--- src/rtl/simd_pkg.sv ---
package simd_pkg;
  typedef enum logic [1:0] {
    ESZ_B  = 2'd0,
    ESZ_H  = 2'd1,
    ESZ_W  = 2'd2,
    ESZ_WX = 2'd3
  } esz_e;

  // low byte-index bits that stay inside one lane
  function automatic logic [1:0] lane_mask(esz_e e);
    case (e)
      ESZ_B:   lane_mask = 2'd0;
      ESZ_H:   lane_mask = 2'd1;
      default: lane_mask = 2'd3;
    endcase
  endfunction

  function automatic logic lane_start(logic [1:0] bidx, esz_e e);
    lane_start = ((bidx & lane_mask(e)) == 2'd0);
  endfunction
endpackage

--- src/rtl/simd_carry_chain.sv ---
module simd_carry_chain
  import simd_pkg::*;
#(
  parameter int NB = 8
) (
  input  logic [NB*8-1:0] a_i,
  input  logic [NB*8-1:0] b_i,
  input  esz_e            esz_i,
  input  logic            sub_i,
  output logic [NB*8-1:0] sum_o,
  output logic [NB-1:0]   cout_o,
  output logic [NB-1:0]   cmsb_o
);
  always_comb begin
    logic       c;
    logic       cin;
    logic [7:0] bx;
    logic [8:0] t;
    c = 1'b0;
    for (int k = 0; k < NB; k++) begin
      bx  = b_i[k*8 +: 8] ^ {8{sub_i}};
      cin = lane_start(2'(k), esz_i) ? sub_i : c;
      t   = {1'b0, a_i[k*8 +: 8]} + {1'b0, bx} + {8'd0, cin};
      sum_o[k*8 +: 8] = t[7:0];
      cout_o[k]       = t[8];
      cmsb_o[k]       = t[7] ^ a_i[k*8+7] ^ bx[7]; // carry into bit 7
      c               = t[8];
    end
  end
endmodule

--- src/rtl/simd_clip.sv ---
module simd_clip
  import simd_pkg::*;
#(
  parameter int NB = 8
) (
  input  logic [NB*8-1:0] sum_i,
  input  logic [NB*8-1:0] a_i,
  input  logic [NB-1:0]   cout_i,
  input  logic [NB-1:0]   cmsb_i,
  input  esz_e            esz_i,
  input  logic            sgn_i,
  input  logic            clip_i,
  input  logic            sub_i,
  output logic [NB*8-1:0] res_o
);
  always_comb begin
    int         top;
    logic       ovf;
    logic       neg;
    logic [7:0] fill;
    for (int k = 0; k < NB; k++) begin
      top  = k | int'(lane_mask(esz_i));
      ovf  = sgn_i ? (cmsb_i[top] ^ cout_i[top]) : (cout_i[top] ^ sub_i);
      neg  = a_i[top*8+7];
      if (!sgn_i)   fill = sub_i ? 8'h00 : 8'hFF;
      else if (neg) fill = (k == top) ? 8'h80 : 8'h00;
      else          fill = (k == top) ? 8'h7F : 8'hFF;
      res_o[k*8 +: 8] = (clip_i && ovf) ? fill : sum_i[k*8 +: 8];
    end
  end
endmodule

--- src/rtl/simd_addsub.sv ---
module simd_addsub
  import simd_pkg::*;
#(
  parameter int DATA_W = 64
) (
  input  logic              clk_i,
  input  logic              rst_ni,
  input  logic              valid_i,
  input  logic              guard_i,
  input  logic [1:0]        esz_i,
  input  logic              sgn_i,
  input  logic              clip_i,
  input  logic              sub_i,
  input  logic [DATA_W-1:0] a_i,
  input  logic [DATA_W-1:0] b_i,
  output logic              valid_o,
  output logic [DATA_W-1:0] result_o
);
  localparam int NB = DATA_W / 8;

  esz_e              esz;
  logic [DATA_W-1:0] sum;
  logic [NB-1:0]     cout;
  logic [NB-1:0]     cmsb;
  logic [DATA_W-1:0] res_d;
  logic [DATA_W-1:0] res_q;
  logic              valid_q;
  logic              wr_en;

  assign esz   = esz_e'(esz_i);
  assign wr_en = valid_i & guard_i;

  simd_carry_chain #(.NB(NB)) u_chain (
    .a_i    (a_i),
    .b_i    (b_i),
    .esz_i  (esz),
    .sub_i  (sub_i),
    .sum_o  (sum),
    .cout_o (cout),
    .cmsb_o (cmsb)
  );

  simd_clip #(.NB(NB)) u_clip (
    .sum_i  (sum),
    .a_i    (a_i),
    .cout_i (cout),
    .cmsb_i (cmsb),
    .esz_i  (esz),
    .sgn_i  (sgn_i),
    .clip_i (clip_i),
    .sub_i  (sub_i),
    .res_o  (res_d)
  );

  always_ff @(posedge clk_i or negedge rst_ni) begin
    if (!rst_ni) begin
      valid_q <= 1'b0;
      res_q   <= '0;
    end else begin
      valid_q <= wr_en;
      if (wr_en) res_q <= res_d;
    end
  end

  assign valid_o  = valid_q;
  assign result_o = res_q;

  AST_ISSUE_LATENCY: assert property (@(posedge clk_i) disable iff (!rst_ni)
    valid_i && guard_i |=> valid_o);
  AST_NO_WRITE: assert property (@(posedge clk_i) disable iff (!rst_ni)
    !(valid_i && guard_i) |=> !valid_o && $stable(result_o));

  for (genvar g = 0; g < NB; g++) begin : g_byte_chk
    AST_WRAP_ADD_BYTE: assert property (@(posedge clk_i) disable iff (!rst_ni)
      valid_i && guard_i && !clip_i && !sub_i && esz_i == 2'd0
      |=> result_o[g*8 +: 8] == 8'($past(a_i[g*8 +: 8]) + $past(b_i[g*8 +: 8])));
    AST_UNS_ADD_CEIL: assert property (@(posedge clk_i) disable iff (!rst_ni)
      valid_i && guard_i && clip_i && !sgn_i && !sub_i && esz_i == 2'd0
      |=> result_o[g*8 +: 8] >= $past(a_i[g*8 +: 8]));
    AST_UNS_SUB_FLOOR: assert property (@(posedge clk_i) disable iff (!rst_ni)
      valid_i && guard_i && clip_i && !sgn_i && sub_i && esz_i == 2'd0
      |=> result_o[g*8 +: 8] <= $past(a_i[g*8 +: 8]));
    AST_SGN_POS_SUM: assert property (@(posedge clk_i) disable iff (!rst_ni)
      valid_i && guard_i && clip_i && sgn_i && !sub_i && esz_i == 2'd0
      && !a_i[g*8+7] && !b_i[g*8+7]
      |=> !result_o[g*8+7]);
  end
endmodule

--- config.mk ---
export PLATFORM = sky130hd
export DESIGN_NAME = simd_addsub
export DESIGN_NICKNAME = d
export VERILOG_FILES = /design/src/rtl/simd_pkg.sv /design/src/rtl/simd_carry_chain.sv /design/src/rtl/simd_clip.sv /design/src/rtl/simd_addsub.sv
export SDC_FILE = /design/constraint.sdc
export NUM_CORES = 1
export LEC_CHECK = 0
export ABC_AREA = 1
export ABC_CLOCK_PERIOD_IN_PS = 800
export BUFFER_PORTS_ARGS = -buffer_cell sky130_fd_sc_hd__buf_4
export CORE_MARGIN = 5
export CORE_UTILIZATION = 44
export CTS_BUF_LIST = sky130_fd_sc_hd__clkbuf_8
export CTS_CLUSTER_SIZE = 10
export DETAILED_ROUTE_END_ITERATION = 16
export GPL_TIMING_DRIVEN = 0
export PLACE_DENSITY = 0.81
export SLEW_MARGIN = 20
export SYNTH_ARGS = -nofsm -noshare
export SYNTH_HDL_FRONTEND = slang
export SYNTH_HIERARCHICAL = 1
export SYNTH_SLANG_ARGS = --single-unit
export TNS_END_PERCENT = 30
--- constraint.sdc ---
create_clock -name clk_i -period 0.8 [get_ports clk_i]
set_input_delay 0.08 -clock clk_i [delete_from_list [all_inputs] [get_ports clk_i]]
set_output_delay 0.08 -clock clk_i [all_outputs]
set_load 0.02 [all_outputs]
==> summary.md, run 1 <==
| Metric | Value |
|---|---|
| Drt wl/cell | 15.9 um |
| CTS H-tree depth | 3 |
| CP Launch Point | sub_i |
| Crit Reg-Reg Endpoint | result_o[43] |
| Layout cells sized above 1 | 38.5% |
| Root Buffer | clkbuf_8 |
| Crit path required time | 1.09 ns |
| Port-buffer cells | 199 |
| Yosys warnings | 6 |
| Dpl cell area | 9570 um^2 |
| Placed cells | 1528 |
| Initial antenna violation count | 1 |
| Slew @ Worst Pin | 0.837 ns |
| Register clock-pin slew on the reported worst setup and hold paths | 0.08 ns |
| Post-detail-place hpwl | 18.6 mm |
| Hold slack | -0.177 ns |
| Fmax | 167 MHz |
| Total negative slack | -333.66 ns |
| Leakage power | 6.19 nW |
| Post-Layout Cell Count | 1625 |
| Register area share after synthesis | 21.1% |
| Chip Height | 142 um |
| Final setup fails | 129 |
| Number of buffers created by CTS | 9 |
| Core ar. | 17200 um^2 |
| Initial core utilization | 44.7% |
| Die area | 20200 um^2 |
| Placer congestion estimate | 0.948 |
| Drt first-iter violations | 516 |
| Slowest cell on crit path | fa_2 |
| FF-to-FF Start | result_o[43] |
| Final instance area | 11400 um^2 |
| Avg Inst Size Synth | 6.98 um^2 |
| DRC violations left | 0 |
| Final setup margin | -5.20 ns |
| Worst-Skew Late Latency | 0.35 ns |
| Slew Limit Headroom | 44.2% |
| Max rail drop VDD | 0.00117 V |
| Final hold vios | 65 |
| Clock Skew | 0 ns |
| Clock Sink Count | 65 |
| Num ports | 202 |
| Synth Instances | 1104 |
| Fin. max-slew vios | 0 |
| DR pass1 iterations | 7 |
| Area growth syn-to-layout | 48.3% |
| Worst Reg2Reg Path Length in Cells | 2 |
| Layout net count | 1601 |
| Top cell family by delay on the critical path | simple AND/OR/NAND/NOR gates |
| Row count | 48 |
| Vias per inst | 5.14 |
| Worst min path class | primary input to asynchronous set/reset pin |
| Syn_nets | 1311 |
| Failing checks | hold timing, setup timing |
| Status | finished, violations left |
| Antenna-violating nets left | 0 |
| Crit path depth | 40 |
| Setup crit end kind | flop |
| Synth Cell Area | 7700 um^2 |
| GRT overflow | 0 |
| Minimum clock period | 6.00 ns |
| DIE WIDTH | 142 um |
| Clk buf depth | 2 |
| DRT Wirelength | 25.8 mm |
| RSZ-0062 raised after global routing | true |
| Number of synthesized register bits | 65 |
| R2r setup slk | 0.12 ns |
| Critical path fanouts, max | 8 |
| Tcrit/Tclk final | 750% |
| Startpoint types | primary input |
| CTS tree | built |
| Max-Cap Viols | 0 |
| Number of global-route vias before repair | 8019 |
| Setup CP Type | primary input to flop |
| Critical Path End | result_o[22] |
| Largest net degree at the start of global routing | 66 |
| CP arrival | 6.29 ns |
| GRT Resource Usage Total | 23.5% |
| Power Density | 1870 nW/um^2 |
| Number of buffers and inverters on the critical path | 6 |
| CP peak stage delay | 0.38 ns |
| First-pass GRT wire length | 38.5 mm |
| Cell variety after synth | 42 |
| Via count | 8358 |
[metal layers]
metal / vias to the layer above / wire length [um] / track usage (%) / share of wire (%)
met3: 79 / 1630 / 3.56 / 6.3
met1: 3830 / 10200 / 28.5 / 39
met4: 0 / 1280 / 10.9 / 5.0
met5: - / 0 / 0 / 0
li1: 4114 / - / - / -
met2: 335 / 12700 / 40.8 / 49
[logic make-up (layout without fill, tap and decap cells)]
kind of cell / count (synthesis) / count (layout) / synth area share, %
buffers and inverters: 152 / 446 / 10.1
AOI/OAI and AO/OA: 106 / 106 / 7.86
DFF: 65 / 65 / 21.1
adders and majority gates: 70 / 70 / 12.7
xor gates and xnor gates: 110 / 110 / 13.6
and+or+nand+nor: 601 / 602 / 34.6
other: 0 / 1 / 0
[final cells by class]
type | count | area (um^2)
Multi-Input combinational cell | 888 | 6110
Timing Repair Buffer | 278 | 2380
Buffer | 37 | 378
Antenna cell | 1 | 2.50
Fill cell | 1371 | 5820
Sequential cell | 65 | 1630
Tap cell | 225 | 282
Clock buffer | 9 | 124
Clock inverter | 7 | 70.1
Inverter | 115 | 442
[cell usage after synthesis (all sizes together)]
cell	instances	area share [%]
nand2	429	21
nand3	119	8.7
inv	115	5.7
xor2	88	11
dfrtp	65	21
ha	56	9.1
a21oi	39	2.6
o21ai	38	2.5
buf	36	4.3
nor2	27	1.8
xnor2	22	2.5
nand4	18	2.0
fa	14	3.6
a31oi	12	0.97
o21bai	8	0.78
nand3b	6	0.58
a21o	4	0.39
o211ai	3	0.47
a21boi	2	0.19
and2	2	0.20
clkbuf	1	0.049
[stage by stage]
step           power, mW  setup WS, ns  utilization, %  hold WS (ns)
2_1_floorplan       11.8         -4.72               -        -0.216
3_3_place_gp        15.3         -5.87            55.5         0.233
4_1_cts             19.9         -4.93            62.1        -0.145
6_report            21.4         -5.20            66.3        -0.177
3_5_place_dp        15.5         -6.00            55.5         0.232
5_1_grt             22.8         -5.42            66.3        -0.116
[worst register-to-register path, stage by stage (launching register included)]
cell and delay [ns]:
dfrtp_1 0.41, nand2_1 0.10, nand2_1 0.06
[sequential cells by signal (all words and copies together), names as in the netlist]
| signal | flops |
|---|---|
| valid_o | 1 |
| result_o | 64 |
[placed cells by master, fill, tap and decap left out, types with 5 or more instances in the layout]
cell type	count
nand4_4	5
a21oi_1	35
nand3_4	17
inv_1	105
nor2_1	23
nand3b_1	6
nand2_1	341
ha_1	55
buf_4	215
a31oi_1	12
buf_6	89
nand3_1	62
o21ai_0	21
nand3_2	41
xor2_1	80
o21bai_1	6
nand2_4	17
clkbuf_8	9
dfrtp_1	65
fa_2	12
nand2_2	71
inv_2	8
nand4_1	13
buf_12	6
xnor2_1	22
xor2_2	6
o21ai_2	10
[what timing repair did]
| item | CTS | global route |
|---|---|---|
| resized for setup | 127 | 135 |
| buffers inserted | 56 | 26 |
| gates cloned | 1 | 0 |
| pin swaps | 43 | 90 |
| endpoints found under the setup margin | 129 | 129 |
| hold endpoints to repair | 65 | 65 |
[power breakdown]
part | total [mW] | leakage [nW] | switching, mW | internal, mW
sequential | 4.93 | 0.816 | 0.744 | 4.19
combinational | 13.6 | 5.28 | 7.51 | 6.08
clock | 2.84 | 0.0931 | 1.41 | 1.43
[worst min-delay path by stage]
stage / start / to / slack, ns / cells past startpoint
final: rst_ni / result_o[50] / -0.18 / 1
after global routing: rst_ni / result_o[49] / -0.12 / 1
after CTS: rst_ni / result_o[46] / -0.14 / 1
after detailed placement: rst_ni / result_o[50] / 0.23 / 1
after global placement: rst_ni / result_o[50] / 0.23 / 1
after floorplan: rst_ni / result_o[0] / -0.22 / 0
Note: power is estimated with default switching activity, not from simulation.
==> run 2: changes to the inputs <==
ABC_CLOCK_PERIOD_IN_PS = 7400   (was 800)
CTS_CLUSTER_DIAMETER = 60   (was not set)
CTS_CLUSTER_SIZE = 40   (was 10)
PLACE_DENSITY = 0.78   (was 0.81)
clock period = 7.4 ns   (was 0.8 ns; I/O delays follow)
==> summary.md, run 2 (synthesis gave the netlist of run 1 again) <==
| Metric | Value |
|---|---|
| Post-detail-place hpwl | 18.6 mm (+0.14%) |
| DRC violations left | 0 (unchanged) |
| Layout net count | 1537 (-4.0%) |
| Hold slack | 0.473 ns (+0.651 ns) |
| CTS H-tree depth | 3 (unchanged) |
| Layout cells sized above 1 | 24.6% (-14 points) |
| Vias per inst | 5.02 (-2.5%) |
| Max FFs per register | 64 (unchanged) |
| Flop pwr share | 25.6% (+2.5 points) |
| Top cell by count, worst path | nand2_1 |
| Number of global-route vias before repair | 7425 (-7.4%) |
| Area growth syn-to-layout | 28.2% |
| Fmax | 143 MHz |
| Worst Reg2Reg Path Length in Cells | 2 (unchanged) |
| Register clock-pin slew on the reported worst setup and hold paths | 0.07 ns (about the same) |
| Antenna-violating nets left | 0 (unchanged) |
| Fin. max-slew vios | 0 (unchanged) |
| Row count | 48 (unchanged) |
| Slew @ Worst Pin | 0.840 ns (+0.00287 ns) |
| Hold_buf cts | 0 |
| Slew Limit Headroom | 44.0% (-0.19 points) |
| First-pass GRT wire length | 35.7 mm (-7.2%) |
| Largest register by flop count | result_o |
| Power Density | 202 nW/um^2 (-89%) |
| CTS tree | built |
| Worst min path class | flop to flop |
| Clock Skew | 0 ns (unchanged) |
| Dpl cell area | 9480 um^2 (-0.95%) |
| Switching Share | 44.8% (-0.48 points) |
| Final instance area | 9870 um^2 (-14%) |
| Hold path depth | 2 |
| Final setup margin | 0.384 ns (+5.58 ns) |
| Root Buffer | clkbuf_8 |
| DIE WIDTH | 142 um (unchanged) |
| Number of buffers created by CTS | 9 (unchanged) |
| Max-Cap Viols | 0 (unchanged) |
| Critical path fanouts, max | 15 (+7) |
| Die area | 20200 um^2 (unchanged) |
| Initial core utilization | 44.7% (unchanged) |
| GRT overflow | 0 (unchanged) |
| Chip Height | 142 um (unchanged) |
| Filler instances | 1687 (+23%) |
| Clock network power share | 15.3% (+2.0 points) |
| Clock Sink Count | 65 (unchanged) |
| Setup crit end kind | flop |
| Most common cell after layout, fill and taps aside | nand2_1 |
| Port-buffer cells | 199 (unchanged) |
| Combinational fraction of design power | 59.1% (-4.5 points) |
| DRT Wirelength | 22.5 mm (-13%) |
| Final hold vios | 0 (-100%) |
| Final setup fails | 0 (-100%) |
| NetSw | 0.893 mW (-91%) |
| Fin util | 57.3% (-9.0 points) |
| Num ports | 202 (unchanged) |
| Tcrit/Tclk final | 94.8% |
| Clk buf depth | 2 (unchanged) |
| Worst-Skew Late Latency | 0.34 ns (about the same) |
| Most frequent cells in the layout | nand2_1 (418), buf_4 (229), inv_1 (110), nand3_1 (107), xor2_1 (80) |
| Placer congestion estimate | 0.940 (-0.85%) |
| Drt first-iter violations | 469 (-9.1%) |
| Setup CP Type | primary input to flop |
| Core ar. | 17200 um^2 (unchanged) |
| Slowest cell on crit path | fa_1 |
| Max rail drop VDD | 0.000102 V (-91%) |
| Startpoint types | primary input |
| Int Pwr | 1.10 mW (-91%) |
| DR pass1 iterations | 5 (-2) |
| Via count | 7824 (-6.4%) |
| Pre-CTS setup slack | -1.29 ns (+4.71 ns) |
| CP peak stage delay | 0.44 ns (+0.06 ns) |
| Minimum clock period | 7.02 ns |
| Total negative slack | 0 ns (+333.66 ns) |
| Largest net degree at the start of global routing | 66 (unchanged) |
| Drt wl/cell | 14.4 um (-9.1%) |
| CP arrival | 7.25 ns (+0.96 ns) |
| Status | finished clean |
| Initial antenna violation count | 0 (-1) |
| Leakage power | 5.69 nW (-8.1%) |
| R2r setup slk | 6.76 ns (+6.64 ns) |
| Crit path required time | 7.63 ns (+6.54 ns) |
| N_diodes | 0 (-1) |
| GRT Resource Usage Total | 21.7% (-1.8 points) |
==> run 2: critical path, delay by kind of cell <==
| kind | cells | cell delay [ns] |
|---|---|---|
| AO/OA/AOI/OAI | 8 | 1.27 |
| AND/OR/NAND/NOR | 16 | 1.78 |
| adder cells (fa/ha/maj) | 7 | 2.50 |
| XOR/XNOR | 1 | 0.17 |
| buffers and inverters | 5 | 0.77 |
==> run 2: repair_timing <==
action / CTS / global route
gates resized for setup: 11 / 16
endpoints found under the setup margin: 64 / 64
buffers inserted: 1 / 16
pin swaps: 1 / 9
==> run 2: path summary, 6_finish.rpt <==
check / startpoint / to
max: sub_i / result_o[43]
min: result_o[63] / result_o[63]
max reg2reg: result_o[21] / result_o[21]
min reg2reg: result_o[63] / result_o[63]
max in group asynchronous: rst_ni / result_o[24]
min in group asynchronous: rst_ni / result_o[49]
==> run 2: final cells by class <==
type / instances / area [um^2] / area share, %
Inverter: 115 / 439 / 4.45
Clock buffer: 10 / 138 / 1.39
Clock inverter: 6 / 60.1 / 0.608
Sequential cell: 65 / 1630 / 16.5
Tap cell: 225 / 282 / 2.85
Multi-Input combinational cell: 887 / 5360 / 54.3
Buffer: 36 / 344 / 3.48
Timing Repair Buffer: 216 / 1620 / 16.4
==> run 2: metal layers <==
layer / part of all wire, % / wire [um] / up-vias / GRT usage [%]
met3: 6.5 / 1460 / 32 / 3.13
met4: 2.5 / 557 / 0 / 7.55
met1: 43 / 9620 / 3561 / 28.7
met2: 48 / 10900 / 246 / 36.2
li1: - / - / 3985 / -
met5: 0 / 0 / - / 0
==> run 2: stage by stage <==
step	power (mW)	cells
2_1_floorplan	1.26	1104
3_3_place_gp	1.64	1528
3_5_place_dp	1.66	1528
4_1_cts	1.97	1544
5_1_grt	2.16	1560
6_report	1.99	1560
==> run 2: power groups by stage <==
stage / combinational, mW / sequential [mW] / clock (mW)
after floorplan: 0.629 / 0.630 / 0
after global placement: 1.12 / 0.516 / 0
after detailed placement: 1.15 / 0.516 / 0
after CTS: 1.15 / 0.511 / 0.311
after global routing: 1.31 / 0.523 / 0.327
final: 1.18 / 0.511 / 0.305
==> run 3: changes to the inputs <==
RECOVER_POWER = 50   (was not set)
==> summary.md, run 3 (synthesis gave the netlist of run 1 again) <==
| Metric | Value |
|---|---|
| Status | finished, violations left |
| Failing checks | capacitance limit, slew limit |
| Num ports | 202 (unchanged) |
| Area growth syn-to-layout | 26.6% |
| Hold path depth | 2 (unchanged) |
| Setup crit end kind | flop |
| Top cell by count, worst path | nand2_1 |
| Dpl cell area | 9480 um^2 (unchanged) |
| Fmax | 143 MHz (+0.16%) |
| Number of buffers and inverters on the critical path | 5 (unchanged) |
| Number of global-route vias before repair | 7425 (unchanged) |
| Crit path required time | 7.64 ns (about the same) |
| Initial antenna violation count | 0 (unchanged) |
| Final setup margin | 0.395 ns (+0.0113 ns) |
| Worst min path class | flop to flop |
| Fin. max-slew vios | 66 (+66) |
| GRT overflow | 0 (unchanged) |
| Via count | 7784 (-0.51%) |
| Fin util | 56.6% (-0.72 points) |
| CP arrival | 7.24 ns (about the same) |
| Max FFs per register | 64 (unchanged) |
| Slew Limit Headroom | -133% (-180 points) |
| Most common cell after layout, fill and taps aside | nand2_1 |
| Max rail drop VDD | 0.0000963 V (-5.7%) |
| Core ar. | 17200 um^2 (unchanged) |
| First-pass GRT wire length | 35.7 mm (unchanged) |
| Slowest cell on crit path | fa_1 |
| Antenna-violating nets left | 0 (unchanged) |
| Vias per inst | 4.99 (-0.51%) |
| Number of buffers created by CTS | 9 (unchanged) |
| Port-buffer cells | 199 (unchanged) |
| Layout net count | 1537 (unchanged) |
| Largest register by flop count | result_o |
| Worst-Skew Late Latency | 0.34 ns (about the same) |
| Post-Layout Cell Count | 1560 (unchanged) |
| Final instance area | 9750 um^2 (-1.3%) |
| Drt wl/cell | 14.4 um (-0.29%) |
| Most frequent cells in the layout | nand2_1 (418), buf_4 (196), inv_1 (110), nand3_1 (107), xor2_1 (80) |
| Final hold vios | 0 (unchanged) |
| Initial core utilization | 44.7% (unchanged) |
| Post-detail-place hpwl | 18.6 mm (unchanged) |
| Placed cells | 1528 (unchanged) |
| N_diodes | 0 (unchanged) |
| Largest net degree at the start of global routing | 66 (unchanged) |
| DRC violations left | 0 (unchanged) |
| Critical path fanouts, max | 15 (unchanged) |
| Slew @ Worst Pin | 3.49 ns (+2.65 ns) |
| Leakage power | 5.56 nW (-2.2%) |
| Layout cells sized above 1 | 22.1% (-2.5 points) |
| Chip Height | 142 um (unchanged) |
| DRT Wirelength | 22.4 mm (-0.29%) |
| Power Density | 200 nW/um^2 (-0.86%) |
| CP peak stage delay | 0.44 ns (about the same) |
| GRT Resource Usage Total | 21.7% (unchanged) |
| Max-Cap Viols | 1 (+1) |
| Pre-CTS setup slack | -1.29 ns (unchanged) |
| Clk buf depth | 2 (unchanged) |
| DIE WIDTH | 142 um (unchanged) |
| CTS H-tree depth | 3 (unchanged) |
| CTS tree | built |
| Minimum clock period | 7.00 ns (-0.0113 ns) |
| Startpoint types | primary input |
| Crit path depth | 37 (unchanged) |
| Final setup fails | 0 (unchanged) |
| Hold_buf cts | 0 (unchanged) |
| Die area | 20200 um^2 (unchanged) |
| Clock Sink Count | 65 (unchanged) |
| Root Buffer | clkbuf_8 |
| Register clock-pin slew on the reported worst setup and hold paths | 0.07 ns (about the same) |
| Placer congestion estimate | 0.940 (unchanged) |
| Top cell family by delay on the critical path | adder cells |
| Setup CP Type | primary input to flop |
| Tcrit/Tclk final | 94.7% (-0.15 points) |
| Clock Skew | 0 ns (unchanged) |
| Filler instances | 1713 (+1.5%) |
| Worst Reg2Reg Path Length in Cells | 2 (unchanged) |
| Drt first-iter violations | 417 (-11%) |
| Row count | 48 (unchanged) |
| DR pass1 iterations | 5 (unchanged) |
==> run 3: cell count changes in the layout (fill, tap and decap cells not counted) <==
cell	change
buf_4	-33
clkbuf_1	+33
==> run 3: area by class of cell <==
cell class,instances,area [um^2],area share [%]
inverter,115,439,4.50
buffer,36,340,3.49
clock inverter,6,60.1,0.616
tap,225,282,2.89
clock buffer,10,138,1.41
multi-input combinational,887,5360,55.0
sequential,65,1630,16.7
timing repair buffer,216,1500,15.4
==> run 3: tightest hold or removal path, stage by stage (launching register included) <==
cell and delay (ns):
dfrtp_1 0.34, nand2_1 0.05, nand2_1 0.04
==> run 3: per-layer routing <==
layer / global-route usage (%) / up-vias / wire (um)
met4: 7.55 / 0 / 577
met2: 36.2 / 243 / 10800
met3: 3.13 / 35 / 1410
met5: 0 / - / 0
met1: 28.7 / 3522 / 9670
li1: - / 3984 / -
==> run 3: final timing paths <==
| kind | from | endpoint | slack (ns) |
|---|---|---|---|
| max | sub_i | result_o[43] | 0.40 |
| min | result_o[63] | result_o[63] | 0.47 |
| max reg2reg | result_o[21] | result_o[21] | 6.76 |
| min reg2reg | result_o[63] | result_o[63] | 0.47 |
| max in group asynchronous | rst_ni | result_o[28] | 3.86 |
| min in group asynchronous | rst_ni | result_o[49] | 1.57 |
==> run 3: where the power goes <==
part / switching [mW] / internal, mW
sequential: 0.0574 / 0.452
combinational: 0.692 / 0.447
clock: 0.140 / 0.163
==> run 3: timing repair <==
item                                    in CTS  in global routing
endpoints found under the setup margin      64                 64
pin swaps                                    1                  9
endpoints found under the hold margin        0                  0
setup buffers                                1                 16
resized for setup                           11                 16
==> run 3: per-stage QoR <==
stage | TNS (ns) | power [mW] | hold WS (ns)
4_1_cts | 0 | 1.97 | 0.479
5_1_grt | -0.0243 | 2.12 | 0.499
6_report | 0 | 1.95 | 0.472
2_1_floorplan | 0 | 1.26 | 0.444
3_5_place_dp | -69.83 | 1.66 | 0.461
3_3_place_gp | -59.21 | 1.64 | 0.456
